**src/rtl/sysclk_pkg.sv**
```systemverilog
package sysclk_pkg;

    localparam int SRC_W = 2;
    localparam int NSRC  = 3;
    localparam int NCODE = 1 << SRC_W;

    typedef enum logic [SRC_W-1:0] {
        SRC_INT  = 2'd0,
        SRC_EXT  = 2'd1,
        SRC_PLL  = 2'd2,
        SRC_NONE = 2'd3
    } src_e;

    typedef struct packed {
        src_e act;     // source driving the system clock
        logic pend_v;  // a request waits for its source
        src_e pend;    // the waiting target
        logic lock;    // external oscillator barred after failure
    } ctl_t;

    localparam ctl_t CTL_RESET = '{act: SRC_INT, pend_v: 1'b0, pend: SRC_INT, lock: 1'b0};

endpackage

```
**src/rtl/sysclk_guard.sv**
```systemverilog
module sysclk_guard
    import sysclk_pkg::*;
(
    input  src_e             act_q,
    input  logic             lock_q,
    input  logic             pll_ref_ext,
    input  logic             css_en,
    input  logic             ext_fail,
    output logic             force_fb,
    output logic             lock_d,
    output logic [NCODE-1:0] blocked
);
    logic uses_ext;

    always_comb begin
        uses_ext = (act_q == SRC_EXT) || ((act_q == SRC_PLL) && pll_ref_ext);
        force_fb = css_en && ext_fail && uses_ext;
        lock_d   = ext_fail && (lock_q || force_fb);
        blocked          = '0;
        blocked[SRC_EXT] = lock_q;
        blocked[SRC_PLL] = lock_q && pll_ref_ext;
        blocked[SRC_NONE] = 1'b1;   // reserved code never selectable
    end
endmodule

```
**src/rtl/sysclk_req_stage.sv**
```systemverilog
module sysclk_req_stage
    import sysclk_pkg::*;
(
    input  logic             req_we,
    input  logic [SRC_W-1:0] req_code,
    input  src_e             act_q,
    input  logic             pend_v_q,
    input  src_e             pend_q,
    input  logic [NCODE-1:0] blocked,
    output logic             pend_v_d,
    output src_e             pend_d
);
    src_e code;

    always_comb begin
        code     = src_e'(req_code);
        pend_v_d = pend_v_q;
        pend_d   = pend_q;
        if (req_we && !blocked[req_code]) begin
            if (code == act_q) begin
                pend_v_d = 1'b0;
            end else begin
                pend_v_d = 1'b1;
                pend_d   = code;
            end
        end
    end
endmodule

```
**src/rtl/sysclk_status_enc.sv**
```systemverilog
module sysclk_status_enc
    import sysclk_pkg::*;
#(
    parameter int STAT_W    = 4,
    parameter int FIELD_LSB = 2
) (
    input  src_e              act_q,
    output logic [NSRC-1:0]   mux_sel,
    output logic [STAT_W-1:0] status
);
    localparam int FIELD_MSB = FIELD_LSB + SRC_W - 1;

    for (genvar i = 0; i < NSRC; i++) begin : g_sel
        assign mux_sel[i] = (act_q == src_e'(i));
    end

    for (genvar b = 0; b < STAT_W; b++) begin : g_stat
        if (b >= FIELD_LSB && b <= FIELD_MSB) begin : g_field
            assign status[b] = act_q[b - FIELD_LSB];
        end else begin : g_zero
            assign status[b] = 1'b0;
        end
    end
endmodule

```
**src/rtl/sysclk_source_ctrl.sv**
```systemverilog
module sysclk_source_ctrl
    import sysclk_pkg::*;
#(
    parameter int STAT_W    = 4,
    parameter int FIELD_LSB = 2
) (
    input  logic              clk,
    input  logic              rst_n,
    input  logic              req_we,
    input  logic [1:0]        req_code,
    input  logic              rdy_int,
    input  logic              rdy_ext,
    input  logic              rdy_pll,
    input  logic              pll_ref_ext,
    input  logic              css_en,
    input  logic              ext_fail,
    input  logic              wake,
    output logic [2:0]        mux_sel,
    output logic [STAT_W-1:0] status
);
    ctl_t             ctl_q, ctl_d;
    logic             force_fb, lock_d, pend_v_n;
    logic [NCODE-1:0] blocked, ready_vec;
    src_e             pend_n;

    sysclk_guard u_guard (
        .act_q      (ctl_q.act),
        .lock_q     (ctl_q.lock),
        .pll_ref_ext(pll_ref_ext),
        .css_en     (css_en),
        .ext_fail   (ext_fail),
        .force_fb   (force_fb),
        .lock_d     (lock_d),
        .blocked    (blocked)
    );

    sysclk_req_stage u_req (
        .req_we   (req_we),
        .req_code (req_code),
        .act_q    (ctl_q.act),
        .pend_v_q (ctl_q.pend_v),
        .pend_q   (ctl_q.pend),
        .blocked  (blocked),
        .pend_v_d (pend_v_n),
        .pend_d   (pend_n)
    );

    assign ready_vec = {1'b0, rdy_pll, rdy_ext, rdy_int};

    always_comb begin
        ctl_d      = ctl_q;
        ctl_d.lock = lock_d;
        if (wake || force_fb) begin
            ctl_d.act    = SRC_INT;
            ctl_d.pend_v = 1'b0;
        end else begin
            ctl_d.pend_v = pend_v_n;
            ctl_d.pend   = pend_n;
            if (pend_v_n && ready_vec[pend_n] && !blocked[pend_n]) begin
                ctl_d.act    = pend_n;
                ctl_d.pend_v = 1'b0;
            end
        end
    end

    always_ff @(posedge clk or negedge rst_n) begin
        if (!rst_n) ctl_q <= CTL_RESET;
        else        ctl_q <= ctl_d;
    end

    sysclk_status_enc #(
        .STAT_W   (STAT_W),
        .FIELD_LSB(FIELD_LSB)
    ) u_enc (
        .act_q  (ctl_q.act),
        .mux_sel(mux_sel),
        .status (status)
    );
endmodule

```
**config.mk**
```make
export PLATFORM = sky130hd
export DESIGN_NAME = sysclk_source_ctrl
export DESIGN_NICKNAME = d
export VERILOG_FILES = /design/src/rtl/sysclk_pkg.sv /design/src/rtl/sysclk_guard.sv /design/src/rtl/sysclk_req_stage.sv /design/src/rtl/sysclk_status_enc.sv /design/src/rtl/sysclk_source_ctrl.sv
export SDC_FILE = /design/constraint.sdc
export NUM_CORES = 1
export LEC_CHECK = 0
export ABC_CLOCK_PERIOD_IN_PS = 3300
export BUFFER_PORTS_ARGS = -buffer_cell sky130_fd_sc_hd__buf_4
export CAP_MARGIN = 0
export CORE_AREA = 4 4 41 43
export CTS_CLUSTER_DIAMETER = 200
export DETAILED_ROUTE_END_ITERATION = 16
export DIE_AREA = 0 0 45 47
export GPL_ROUTABILITY_DRIVEN = 0
export GPL_TIMING_DRIVEN = 0
export SYNTH_ARGS = -nofsm -noshare
export SYNTH_HDL_FRONTEND = slang
export SYNTH_SLANG_ARGS = --single-unit
```
**constraint.sdc**
```tcl
create_clock -name clk -period 3.3 [get_ports clk]
set_input_delay 0.825 -clock clk [delete_from_list [all_inputs] [get_ports clk]]
set_output_delay 0.825 -clock clk [all_outputs]
set_load 0.05 [all_outputs]
```
[After elaboration in Yosys (flattened, before gate mapping)]
Cells that the tools add are included.
Cells by class
  div/mod/pow operators: 0
  add/subtract/negate cells: 0
  equal/unequal tests: 3
  multiplexer cells: 12
  bitwise logic cells: 0
  shift-type cells: 0
  reductions and logical operators: 15
  $mul: 0
  order comparisons: 2
Operators with widths (number)
  logical AND 1 bit: 8
  binary-select mux 1 bit (select 2 bit): 3
  less-than comparator 2 x 3 -> 1 bit (second input constant): 2
  two-way mux 3 bit: 2
  two-way mux 1 bit: 5
  two-way mux 2 bit: 2
  logical OR 1 bit: 3
  == test 2 x 1 -> 1 bit (second input constant): 1
  == test 2 bit: 1
  == test 2 bit (second input constant): 1
  zero test 1 bit: 2
  zero test 2 bit: 1
  nonzero test 2 bit: 1
Word-level totals
  output and inout port bits: 7
  bits in writable memories: 0
  register bits: 6
  ROM bits: 0
  memories: 0
  word-level logic and storage cells: 36
  bits in latches: 0

[Logic depth before layout (Yosys ltp)]
  depth after elaboration: 12
  gate-level depth with buffers: 6
  depth with buffers taken out: 5

[Cells and area by module]
Synthesis repeated with hierarchy kept, for this count alone.
Second synthesis, totals
  cells, all modules: 64
  area, all modules: 548.0 µm²
Modules (own cells, without submodules)
  sysclk_source_ctrl: times used 1, sequential area each 150.1 µm², cells each 30, area each 309.0 µm²
  sysclk_req_stage: times used 1, sequential area each 0.0 µm², cells each 13, area each 112.6 µm²
  sysclk_guard: times used 1, sequential area each 0.0 µm², cells each 13, area each 73.8 µm²
  sysclk_status_enc: times used 1, sequential area each 0.0 µm², cells each 8, area each 52.6 µm²

[Least setup slack after synthesis]
OpenSTA, ideal clock, no wires.
  kind: input port to flip-flop
  from: input req_code[0]
  to: register ctl_q[4] (netlist name)
  slack: 1.157 ns
  stages on the path: 5
  arrival: 2.020 ns
  path through: buf_2 > xnor2_1 > a21o_2 > mux2_1 > o221a_1
Between the ends
  cells in the longest elaborated chain, start to end: 10
RTL lines
  start, declared: RTL line sysclk_source_ctrl.sv:10  | input logic [1:0] req_code,
  binary-select mux 1 bit (select 2 bit): RTL line sysclk_req_stage.sv:19  | if (req_we && !blocked[req_code]) begin
  two-way mux 1 bit (not written as such): RTL line sysclk_req_stage.sv:19
  zero test 1 bit: RTL line sysclk_req_stage.sv:19
  logical AND 1 bit: RTL line sysclk_req_stage.sv:19
  two-way mux 2 bit: RTL line sysclk_req_stage.sv:19
  binary-select mux 1 bit (select 2 bit): RTL line sysclk_source_ctrl.sv:59  | if (pend_v_n && ready_vec[pend_n] && !blocked[pend_n]) begin
  two-way mux 1 bit (not written as such): RTL line sysclk_source_ctrl.sv:59
  logical AND 1 bit or zero test 1 bit (tied branches): RTL line sysclk_source_ctrl.sv:59
  logical AND 1 bit: RTL line sysclk_source_ctrl.sv:59
  nonzero test 2 bit (no source line)
  end signal, assigned: RTL line sysclk_source_ctrl.sv:68  | else ctl_q <= ctl_d;
  end, declared: RTL line sysclk_source_ctrl.sv:21  | ctl_t ctl_q, ctl_d;
Several ways; a longest one is shown, not always the timed one. The select of a mux whose other input is x is not followed.
A chain may end at the register's enable or synchronous reset.

[Worst setup path after layout]
Same ends and word-level chain as after synthesis.

==> impl_metrics.ini <==
[timing]
finalWorstSetupSlack_ps = 1280
rsz0062_at_grt = no
min_period_ps = 2020
setup_tns_ps = 0
fmax_mhz = 494
skew_ps = 3.97
drv_slew = 0
timing.final.crit_share = 0.613
setup_viol = 0
finalHoldViolCount = 0

[logic_synthesis]
synth_cell_type_count = 28
yosysWarnings = 0
synth_edf_count = 0
synthTopCellsByArea = dfrtp_1 (31%), a221oi_2 (6.1%), buf_4 (6.1%)
yosysTopAreaCell = dfrtp_1
synth_ff_type = dfrtp_1
synth_top_area_frac = 0.306
syn_area_per_cell_sq_um = 9.62
async_reset_ff_frac = 1.00
yosysSeqAreaShare = 0.306
yosys_register_bits = 6
syn_inst = 51
synth.cell_area_sq_um = 490

[placement]
dp_cells = 82
dpl_cell_area_sq_um = 626
dpl.hpwl_microns = 911
place_ws_ps = 1020
port_buffers = 15

[cells_and_area]
fin_cells = 85
final_nets = 84
largest_register_ffs = 6
fin_area_sq_um = 648
largestRegisters = ctl_q (6)
drive_gt1_frac = 0.429
multi_input_area_sq_um = 302
regMostFlops = ctl_q
fill_cells = 138
num_antenna_cells = 0
final-seq-area_sq_um = 150
area_delta_synth_final_pct = 32.1

[clock_tree]
cts_resized = 0
cts_tree = built
post_cts_buffers = 0
hold_buffers = 0
cts.htree.levels = 1
cts_sinks = 6
clk_path_buf_depth = 2
clk_latency_ps = 240
cts_buffers = 3
clkTransAtPathRegs_ps = 50
cts_root_buf = clkbuf_4

[pwr]
p_leak_uw = 0.000306
power_density_nw_per_um2 = 597
max-vdd-ir-drop_uv = 229

[grt]
first_global_vias = 433
grt_overflow = 0
grt_start_max_net_pins = 9
grtUsageTotal = 0.121
grt_pass1_wl_mm = 1.84
antenna_found_initial = 0

[floorplanning]
die_h_microns = 47
start_util = 0.377
core_sq_um = 1300
dieArea_sq_um = 2120
pin_count = 19
rows = 13
die_w_microns = 45

[setup_path]
cp-start-kind = input pin
endpoint_kind = flip-flop
worst_ep_required_time_ps = 3420
reg2reg_depth = 4
critPathKind = in2reg
crit_arrival_ps = 2150
reg2reg_slack_ps = 1570
worstPathMaxFanout = 8

[outcome]
status = complete, no violations

[hold_path]
hold_path_class = in2async

[detailed_routing]
drt-initial-drc-count = 9
antenna_left = 0
vias = 437
firstDrtPassIters = 4
wire_per_inst_microns = 12.8
wl_mm = 1.09
remaining_drc_errors = 0
via_per_inst = 5.14

[flow_run]
drv_cap = 0
[path summary, 6_finish.rpt]
kind / start / to
max: req_code[0] / ctl_q[4]
min: rst_n / ctl_q[5]
max reg2reg: ctl_q[4] / ctl_q[4]
min reg2reg: ctl_q[3] / ctl_q[3]
max in group asynchronous: rst_n / ctl_q[3]
min in group clk: ctl_q[3] / ctl_q[3]
[per-layer routing]
| metal | share of wire | vias to the layer above | global-route usage |
|---|---|---|---|
| li1 | - | 225 | - |
| met2 | 0.50 | 7 | 0.195 |
| met4 | 0.019 | 0 | 0.0877 |
| met1 | 0.44 | 201 | 0.148 |
| met5 | 0 | - | 0 |
| met3 | 0.040 | 4 | 0.0153 |
[where the power goes]
part	leakage, uW	switching (uW)	internal, uW	total (uW)
logic	0.000214	118	82.6	201
registers	0.0000777	26.3	92.9	119
clock network	0.0000138	25.8	41.1	66.9
[metrics by stage]
step | power (uW) | hold WS, ps | utilization
after floorplan | 266 | 506 | -
after global placement | 321 | 536 | 0.481
after detailed placement | 323 | 533 | 0.481
after CTS | 390 | 380 | 0.498
after global routing | 414 | 376 | 0.498
final | 387 | 382 | 0.498
[layout by cell type (no fill, tap or decap)]
master / count
mux2_2: 1
nor2_1: 2
xnor2_1: 2
buf_2: 1
a221oi_2: 2
mux2_1: 2
o221a_1: 2
mux2i_1: 2
o31ai_1: 1
a21oi_1: 4
a21bo_2: 1
o211ai_2: 1
nor3_1: 1
inv_1: 2
a21o_2: 1
nand2b_1: 1
buf_4: 19
dfrtp_1: 6
o21a_1: 1
a21boi_0: 1
nor2b_1: 3
clkbuf_4: 3
and3b_1: 1
conb_1: 2
o211ai_1: 1
o21ai_0: 1
a2111oi_2: 1
a211oi_1: 1
nand2_1: 4
[cell usage after synthesis, drive strengths merged (2+ instances only)]
cell type / number
xnor2: 2
nand2: 4
buf: 5
mux2i: 2
mux2: 3
a21oi: 4
a221oi: 2
inv: 2
o211ai: 2
dfrtp: 6
nor2b: 3
o221a: 2
nor2: 2
[critical path, cell delays in order]
cell	delay, ps
buf_2	150
xnor2_1	340
a21o_2	260
mux2_1	340
o221a_1	230
[cell families (layout without fill, tap and decap cells)]
kind of cell	after synthesis	count (layout)	share of synthesized area
XOR/XNOR	2	2	0.0357
other	1	2	0.00765
flip-flops	6	6	0.306
AO/OA/AOI/OAI	18	18	0.329
multiplexers	5	5	0.110
AND/OR/NAND/NOR	12	12	0.125
buffers and inverters	7	25	0.0867
[layout make-up]
type / count / area share
Timing Repair Buffer: 15 / 0.174
Inverter: 2 / 0.0116
Clock buffer: 3 / 0.0347
Multi-Input combinational cell: 39 / 0.465
Tap cell: 15 / 0.0290
Sequential cell: 6 / 0.232
Buffer: 5 / 0.0541
(Power assumes the default switching activity.)
